[src/rtl/acc_alu_pkg.sv]
`timescale 1ns/1ps
package acc_alu_pkg;

    localparam int DATA_W = 8;
    localparam int NIB_W  = DATA_W / 2;
    localparam int OP_W   = 5;

    typedef logic [DATA_W-1:0] word_t;
    typedef logic [DATA_W:0]   word_ext_t;
    typedef logic [NIB_W:0]    nib_ext_t;

    typedef enum logic [OP_W-1:0] {
        OP_ADD  = 5'd0,
        OP_ADDC = 5'd1,
        OP_SUBB = 5'd2,
        OP_INC  = 5'd3,
        OP_DEC  = 5'd4,
        OP_AND  = 5'd5,
        OP_OR   = 5'd6,
        OP_XOR  = 5'd7,
        OP_CLR  = 5'd8,
        OP_CPL  = 5'd9,
        OP_RL   = 5'd10,
        OP_RLC  = 5'd11,
        OP_RR   = 5'd12,
        OP_RRC  = 5'd13,
        OP_SWAP = 5'd14,
        OP_DA   = 5'd15,
        OP_MUL  = 5'd16,
        OP_DIV  = 5'd17
    } alu_op_e;

    typedef struct packed {
        logic c;
        logic ac;
        logic ov;
    } flags_t;

    typedef struct packed {
        word_t  acc;
        word_t  bval;
        flags_t fl;
    } alu_res_t;

    function automatic logic is_multi(alu_op_e op);
        return (op == OP_MUL) || (op == OP_DIV);
    endfunction

    // Shared adder: subtraction inverts the operand and the carry-in, then
    // inverts the carries coming out to turn them into borrows.
    function automatic alu_res_t add_sub(word_t a, word_t o, logic use_c,
                                         logic sub, word_t b, flags_t fin);
        word_t     oo;
        logic      cin;
        word_ext_t full;
        nib_ext_t  low;
        alu_res_t  r;
        oo    = sub ? ~o : o;
        cin   = (use_c & fin.c) ^ sub;
        full  = {1'b0, a} + {1'b0, oo} + word_ext_t'(cin);
        low   = {1'b0, a[NIB_W-1:0]} + {1'b0, oo[NIB_W-1:0]} + nib_ext_t'(cin);
        r.acc   = full[DATA_W-1:0];
        r.bval  = b;
        r.fl.c  = full[DATA_W] ^ sub;
        r.fl.ac = low[NIB_W] ^ sub;
        r.fl.ov = (a[DATA_W-1] == oo[DATA_W-1]) && (full[DATA_W-1] != a[DATA_W-1]);
        return r;
    endfunction

    // BCD correction after an addition, low digit first.
    function automatic alu_res_t dec_adjust(word_t a, word_t b, flags_t fin);
        word_ext_t t;
        logic      cy;
        alu_res_t  r;
        t = {1'b0, a};
        if ((a[NIB_W-1:0] > NIB_W'(9)) || fin.ac)
            t = t + word_ext_t'(6);
        cy = fin.c | t[DATA_W];
        t  = {1'b0, t[DATA_W-1:0]};
        if ((t[DATA_W-1:NIB_W] > NIB_W'(9)) || cy)
            t = t + word_ext_t'('h60);
        r.acc   = t[DATA_W-1:0];
        r.bval  = b;
        r.fl.c  = cy | t[DATA_W];
        r.fl.ac = fin.ac;
        r.fl.ov = fin.ov;
        return r;
    endfunction

endpackage

[src/rtl/acc_alu_logic.sv]
`timescale 1ns/1ps
module acc_alu_logic
    import acc_alu_pkg::*;
(
    input  alu_op_e  op_i,
    input  word_t    a_i,
    input  word_t    o_i,
    input  word_t    b_i,
    input  flags_t   fl_i,
    output alu_res_t res_o
);

    localparam int MSB = DATA_W - 1;

    always_comb begin
        res_o.acc  = a_i;
        res_o.bval = b_i;
        res_o.fl   = fl_i;
        case (op_i)
            OP_ADD:  res_o = add_sub(a_i, o_i, 1'b0, 1'b0, b_i, fl_i);
            OP_ADDC: res_o = add_sub(a_i, o_i, 1'b1, 1'b0, b_i, fl_i);
            OP_SUBB: res_o = add_sub(a_i, o_i, 1'b1, 1'b1, b_i, fl_i);
            OP_INC:  res_o.acc = a_i + word_t'(1);
            OP_DEC:  res_o.acc = a_i - word_t'(1);
            OP_AND:  res_o.acc = a_i & o_i;
            OP_OR:   res_o.acc = a_i | o_i;
            OP_XOR:  res_o.acc = a_i ^ o_i;
            OP_CLR:  res_o.acc = '0;
            OP_CPL:  res_o.acc = ~a_i;
            OP_RL:   res_o.acc = {a_i[MSB-1:0], a_i[MSB]};
            OP_RR:   res_o.acc = {a_i[0], a_i[MSB:1]};
            OP_RLC: begin
                res_o.acc  = {a_i[MSB-1:0], fl_i.c};
                res_o.fl.c = a_i[MSB];
            end
            OP_RRC: begin
                res_o.acc  = {fl_i.c, a_i[MSB:1]};
                res_o.fl.c = a_i[0];
            end
            OP_SWAP: res_o.acc = {a_i[NIB_W-1:0], a_i[MSB:NIB_W]};
            OP_DA:   res_o = dec_adjust(a_i, b_i, fl_i);
            default: ;
        endcase
    end

endmodule

[src/rtl/acc_alu_muldiv.sv]
`timescale 1ns/1ps
module acc_alu_muldiv
    import acc_alu_pkg::*;
#(
    parameter int STEP_BITS = 2
) (
    input  logic  clk,
    input  logic  rst,
    input  logic  load_i,
    input  logic  run_i,
    input  logic  div_i,
    input  word_t a_i,
    input  word_t b_i,
    output word_t lo_o,
    output word_t hi_o
);

    localparam int WIDE_W = 2 * DATA_W;
    typedef logic [WIDE_W-1:0] wide_t;

    wide_t prod_q, prod_s, prod_n;
    word_t shf_q, shf_s, shf_n;      // multiplier bits, or dividend/quotient
    word_t dvs_q, dvs_s;             // multiplicand, or divisor
    word_t rem_q, rem_s, rem_n;
    logic  div_q, div_s;

    // On load the first step works straight from the ports.
    always_comb begin
        if (load_i) begin
            prod_s = '0;
            rem_s  = '0;
            div_s  = div_i;
            shf_s  = div_i ? a_i : b_i;
            dvs_s  = div_i ? b_i : a_i;
        end else begin
            prod_s = prod_q;
            rem_s  = rem_q;
            div_s  = div_q;
            shf_s  = shf_q;
            dvs_s  = dvs_q;
        end
    end

    // Multiply, most significant digit first.
    always_comb begin
        wide_t mcand;
        wide_t digit;
        mcand  = wide_t'(dvs_s);
        digit  = wide_t'(shf_s[DATA_W-1 -: STEP_BITS]);
        prod_n = (prod_s << STEP_BITS) + (mcand * digit);
    end

    // Restoring division, STEP_BITS quotient bits per cycle.
    always_comb begin
        word_ext_t trial;
        word_t     r_t;
        word_t     q_t;
        trial = '0;
        r_t   = rem_s;
        q_t   = shf_s;
        for (int i = 0; i < STEP_BITS; i++) begin
            trial = {r_t, q_t[DATA_W-1]};
            q_t   = q_t << 1;
            if (trial >= {1'b0, dvs_s}) begin
                trial  = trial - {1'b0, dvs_s};
                q_t[0] = 1'b1;
            end
            r_t = trial[DATA_W-1:0];
        end
        rem_n = r_t;
        shf_n = div_s ? q_t : (shf_s << STEP_BITS);
    end

    always_ff @(posedge clk) begin
        if (rst) begin
            prod_q <= '0;
            shf_q  <= '0;
            dvs_q  <= '0;
            rem_q  <= '0;
            div_q  <= 1'b0;
        end else if (load_i || run_i) begin
            prod_q <= prod_n;
            shf_q  <= shf_n;
            dvs_q  <= dvs_s;
            rem_q  <= rem_n;
            div_q  <= div_s;
        end
    end

    assign lo_o = div_s ? shf_n : prod_n[DATA_W-1:0];
    assign hi_o = div_s ? rem_n : prod_n[WIDE_W-1:DATA_W];

endmodule

[src/rtl/acc_alu.sv]
`timescale 1ns/1ps
module acc_alu
    import acc_alu_pkg::*;
#(
    parameter int STEP_BITS = 2
) (
    input  logic              clk,
    input  logic              rst,
    input  logic              start,
    input  logic [OP_W-1:0]   op,
    input  logic [DATA_W-1:0] acc_in,
    input  logic [DATA_W-1:0] opnd_in,
    input  logic [DATA_W-1:0] breg_in,
    input  logic              cy_in,
    input  logic              ac_in,
    input  logic              ov_in,
    output logic              busy,
    output logic              done,
    output logic [DATA_W-1:0] acc_out,
    output logic [DATA_W-1:0] breg_out,
    output logic              cy_out,
    output logic              ac_out,
    output logic              ov_out
);

    localparam int MD_STEPS = DATA_W / STEP_BITS;
    localparam int CNT_W    = $clog2(MD_STEPS + 1);

    alu_op_e    op_e;
    flags_t     fl_in;
    alu_res_t   res;
    logic       accept, single_go, multi_go, last_step;
    logic [CNT_W-1:0] cnt_q;
    logic       done_q, div_q, dz_q, ac_hold_q;
    word_t      acc_q, b_q, md_lo, md_hi;
    flags_t     fl_q;

    assign op_e      = alu_op_e'(op);
    assign fl_in     = '{c: cy_in, ac: ac_in, ov: ov_in};
    assign busy      = (cnt_q != '0);
    assign accept    = start && !busy;
    assign multi_go  = accept && is_multi(op_e);
    assign single_go = accept && !is_multi(op_e);
    assign last_step = (cnt_q == CNT_W'(1));

    acc_alu_logic u_logic (
        .op_i  (op_e),
        .a_i   (acc_in),
        .o_i   (opnd_in),
        .b_i   (breg_in),
        .fl_i  (fl_in),
        .res_o (res)
    );

    acc_alu_muldiv #(.STEP_BITS(STEP_BITS)) u_muldiv (
        .clk    (clk),
        .rst    (rst),
        .load_i (multi_go),
        .run_i  (busy),
        .div_i  (op_e == OP_DIV),
        .a_i    (acc_in),
        .b_i    (breg_in),
        .lo_o   (md_lo),
        .hi_o   (md_hi)
    );

    always_ff @(posedge clk) begin
        if (rst) begin
            cnt_q     <= '0;
            done_q    <= 1'b0;
            div_q     <= 1'b0;
            dz_q      <= 1'b0;
            ac_hold_q <= 1'b0;
            acc_q     <= '0;
            b_q       <= '0;
            fl_q      <= '0;
        end else begin
            done_q <= single_go || last_step;
            if (multi_go) begin
                cnt_q     <= CNT_W'(MD_STEPS - 1);
                div_q     <= (op_e == OP_DIV);
                dz_q      <= (breg_in == '0);
                ac_hold_q <= ac_in;
            end else if (busy) begin
                cnt_q <= cnt_q - CNT_W'(1);
            end
            if (single_go) begin
                acc_q <= res.acc;
                b_q   <= res.bval;
                fl_q  <= res.fl;
            end else if (last_step) begin
                acc_q   <= md_lo;
                b_q     <= md_hi;
                fl_q.c  <= 1'b0;
                fl_q.ac <= ac_hold_q;
                fl_q.ov <= div_q ? dz_q : (md_hi != '0);
            end
        end
    end

    assign done     = done_q;
    assign acc_out  = acc_q;
    assign breg_out = b_q;
    assign cy_out   = fl_q.c;
    assign ac_out   = fl_q.ac;
    assign ov_out   = fl_q.ov;

endmodule

[config.mk]
export PLATFORM = sky130hd
export DESIGN_NAME = acc_alu
export DESIGN_NICKNAME = d
export VERILOG_FILES = /design/src/rtl/acc_alu_pkg.sv /design/src/rtl/acc_alu_logic.sv /design/src/rtl/acc_alu_muldiv.sv /design/src/rtl/acc_alu.sv
export SDC_FILE = /design/constraint.sdc
export NUM_CORES = 1
export LEC_CHECK = 0
export BUFFER_PORTS_ARGS = -buffer_cell sky130_fd_sc_hd__clkbuf_2
export CAP_MARGIN = 30
export CORE_UTILIZATION = 57
export DETAILED_ROUTE_END_ITERATION = 12
export GPL_TIMING_DRIVEN = 0
export MAX_ROUTING_LAYER = met4
export PLACE_DENSITY_LB_ADDON = 0.25
export SLEW_MARGIN = 10
export SYNTH_ARGS = -nofsm -noshare
export SYNTH_HDL_FRONTEND = slang
export SYNTH_HIERARCHICAL = 1
export SYNTH_SLANG_ARGS = --single-unit
[constraint.sdc]
create_clock -name clk -period 6.3 [get_ports clk]
set_clock_uncertainty 0.05 [all_clocks]
set_input_delay 0 -clock clk [delete_from_list [all_inputs] [get_ports clk]]
set_output_delay 0 -clock clk [all_outputs]
set_load 0.05 [all_outputs]
==> flow_metrics.env <==
export IMPL_crit_start="cnt_q[0]"
export IMPL_worst_slew_pin_slew_ns=0.843
export IMPL_grtUsageTotal_pct=37.7
export IMPL_synth_cells=979
export IMPL_yosys_register_bits=65
export IMPL_io_pins=56
export IMPL_layout_min_cycle_time_ns=6.25
export IMPL_start_util_pct=58.8
export IMPL_avgSynthCellArea_um2=7.64
export IMPL_fmax_mhz=160
export IMPL_grt_overflow=0
export IMPL_worstSetupEndpointType="flop"
export IMPL_die_h_um=117
export IMPL_peakVddDrop_mv=0.520
export IMPL_path_max_fanout=10
export IMPL_max_stage_delay_ns=0.41
export IMPL_worstSkewPairLatency_ns=0.33
export IMPL_layout_commonest_cell="nor2_1"
export IMPL_worst_hold_path_type="in -> reg"
export IMPL_grt_antenna_before_repair=0
export IMPL_min_from="breg_in[7]"
export IMPL_cts_num_sinks=65
export IMPL_syn_area_um2=7480
export IMPL_relSlewSlack_pct=42.2
export IMPL_crit_type="reg -> reg"
export IMPL_fp_row_count=41
export IMPL_synthFlopType="dfxtp_1"
export IMPL_cpMaxStageDelayCell="mux2_2"
export IMPL_post_route_period_util_pct=99.2
export IMPL_routedWlPerCell_um=20.9
export IMPL_maxCapViolations=0
export IMPL_setup_violations=0
export IMPL_synthDistinctLibCells=83
export IMPL_async_reset_ff_share_pct=0
export IMPL_fin_ws_ns=0.0475
export IMPL_multi_input_area_um2=5940
export IMPL_finalNetCount=1180
export IMPL_hold_viol_final=0
export IMPL_clkTransAtPathRegs_ns=0.06
export IMPL_antenna_cells=0
export IMPL_fp_dieW_um=117
export IMPL_drive_above_1_share_pct=19.9
export IMPL_holdPathStages=4
export IMPL_io_buffers=55
export IMPL_slew_violations=0
export IMPL_grt_max_degree=13
export IMPL_ff2ff_path_depth=31
export IMPL_avgViaCountPerCell=6.50
export IMPL_r2r_slack_ns=0.05
export IMPL_dp_slack_ns=-1.19
export IMPL_r2r_start="cnt_q[0]"
export IMPL_finalInstanceArea_um2=8840
export IMPL_synth_fp_nets=1092
export IMPL_seqCellArea_um2=1300
export IMPL_clockBufferDepth=2
export IMPL_die_area_um2=13600
export IMPL_ys_seq_area_share_pct=17.4
export IMPL_root_buffer="clkbuf_16"
export IMPL_synth_edf_count=0
export IMPL_placed_area_um2=7980
export IMPL_final_core_util_pct=69.5
export IMPL_cts_tree="yes"
export IMPL_drt_total_wl_mm=26.0
export IMPL_fp_coreArea_um2=12700
export IMPL_dpl_hpwl_mm=18.9
export IMPL_p_leak_uw=0.00371
export IMPL_layout_common_cells="100 x nor2_1, 83 x nand2_1, 70 x a21oi_1"
export IMPL_p_per_area_nw_per_um2=409
export IMPL_crit_required_ns=6.49
export IMPL_gp_congestion=0.984
export IMPL_initialDrtViolationCount=1237
export IMPL_vias=8090
export IMPL_fill_cells=1057
export IMPL_yosys_warnings=6
export IMPL_drc_errors=0
export IMPL_drt_pass1_iter_count=8
export IMPL_grt_first_pass_wirelength_mm=37.9
export IMPL_cts_buffers_inserted=9
export IMPL_grt_pass1_vias=7109
export IMPL_crit_path_start_kind="flop"
export IMPL_ant_nets=0
export IMPL_arrival_ns=6.44
export IMPL_areaGrowthSynthToFinish_pct=18.1
export IMPL_status="completed"
export IMPL_htreeDepth=3
==> per-stage QoR <==
stage / power [uW] / cells / hold slack (ns) / TNS (ns)
4_1_cts: 3230 / 1233 / 0.00218 / 0
3_3_place_gp: 2480 / 1206 / 0.296 / -8.58
6_report: 3610 / 1244 / 0.0110 / 0
2_1_floorplan: 2070 / 979 / 0.0977 / 0
5_1_grt: 3790 / 1244 / 0.0328 / -0.113
3_5_place_dp: 2500 / 1208 / 0.298 / -9.20
==> registers in the layout, indices dropped and copies added, names as in the netlist <==
name / cells
ac_hold_q: 1
ac_out: 1
acc_out: 8
breg_out: 8
cnt_q: 3
cy_out: 1
div_q: 1
done: 1
dz_q: 1
ov_out: 1
u_muldiv/div_q: 1
u_muldiv/dvs_q: 8
u_muldiv/prod_q: 14
u_muldiv/rem_q: 8
u_muldiv/shf_q: 8
==> cells by family after synthesis <==
logic type,synth area share (%)
buffers and inverters,7.46
adder cells (fa/ha/maj),14.5
AND/OR/NAND/NOR,22.0
flip-flops,17.4
AO/OA/AOI/OAI,26.9
multiplexers,7.83
XOR/XNOR,3.98
==> where the power goes <==
group          switching (uW)  leakage [uW]  internal (uW)  total (uW)
Combinational            1470       0.00302           1060        2520
Sequential               49.0      0.000531            497         546
Clock                     185      0.000159            357         542
Total                    1700       0.00371           1910        3610
==> critical path, delay by kind of cell, from the launching register on <==
kind | cells | cell delay, ns
simple gates | 6 | 0.67
compound gates | 10 | 2.44
buf+inv | 10 | 1.31
mux | 2 | 0.56
flops | 1 | 0.32
fa+ha+maj | 3 | 0.81
==> metal layers <==
| layer | up-vias | wire (um) | track usage [%] |
|---|---|---|---|
| met5 | - | 0 | - |
| met4 | 0 | 758 | 11.5 |
| met3 | 68 | 3520 | 11.2 |
| met2 | 518 | 11000 | 53.7 |
| met1 | 3784 | 10700 | 50.9 |
| li1 | 3720 | - | - |
==> path summary, 6_finish.rpt <==
| kind | end |
|---|---|
| worst max-delay path | ov_out |
| worst min-delay path | dz_q |
| worst max register to register | ov_out |
| worst min register to register | u_muldiv/prod_q[5] |
==> cells in the mapped netlist, types with 7 or more instances <==
master,instances,area (um^2)
a2111oi_0,8,70.1
a211oi_1,21,158
a211oi_2,13,163
a21o_1,15,113
a21oi_1,80,400
a221oi_1,7,61.3
a22oi_1,9,67.6
buf_4,12,90.1
clkbuf_1,33,124
dfxtp_1,65,1300
fa_1,14,280
ha_1,64,801
inv_1,60,225
mux2_2,8,90.1
mux2i_1,48,480
nand2_1,84,315
nand2b_1,11,68.8
nand3_1,19,95.1
nand4_1,7,43.8
nor2_1,101,379
nor2b_1,24,150
nor3_1,34,170
nor4_1,8,50.1
o211ai_1,8,60.1
o21a_1,9,67.6
o21ai_0,43,215
o22ai_1,13,81.3
or2_2,7,43.8
or3_1,9,56.3
xnor2_1,25,219
xor2_1,9,78.8
==> repair_timing <==
| item | in CTS | in global routing |
|---|---|---|
| pin swaps | 4 | 7 |
| endpoints found under the hold margin | 3 | 0 |
| setup endpoints to repair | 18 | 9 |
| buffers inserted | 7 | 11 |
| hold buffers | 3 | 0 |
| gates resized for setup | 45 | 35 |
==> cell type report <==
class                           instances  share of cell area, %
Multi-Input combinational cell        790                   67.2
Tap cell                              172                   2.43
Sequential cell                        65                   14.8
Clock buffer                           11                   2.75
Clock inverter                          5                  0.892
Inverter                               62                   2.66
Buffer                                 61                   4.05
Timing Repair Buffer                   78                   5.24
Power figures use the tool's default switching activity.
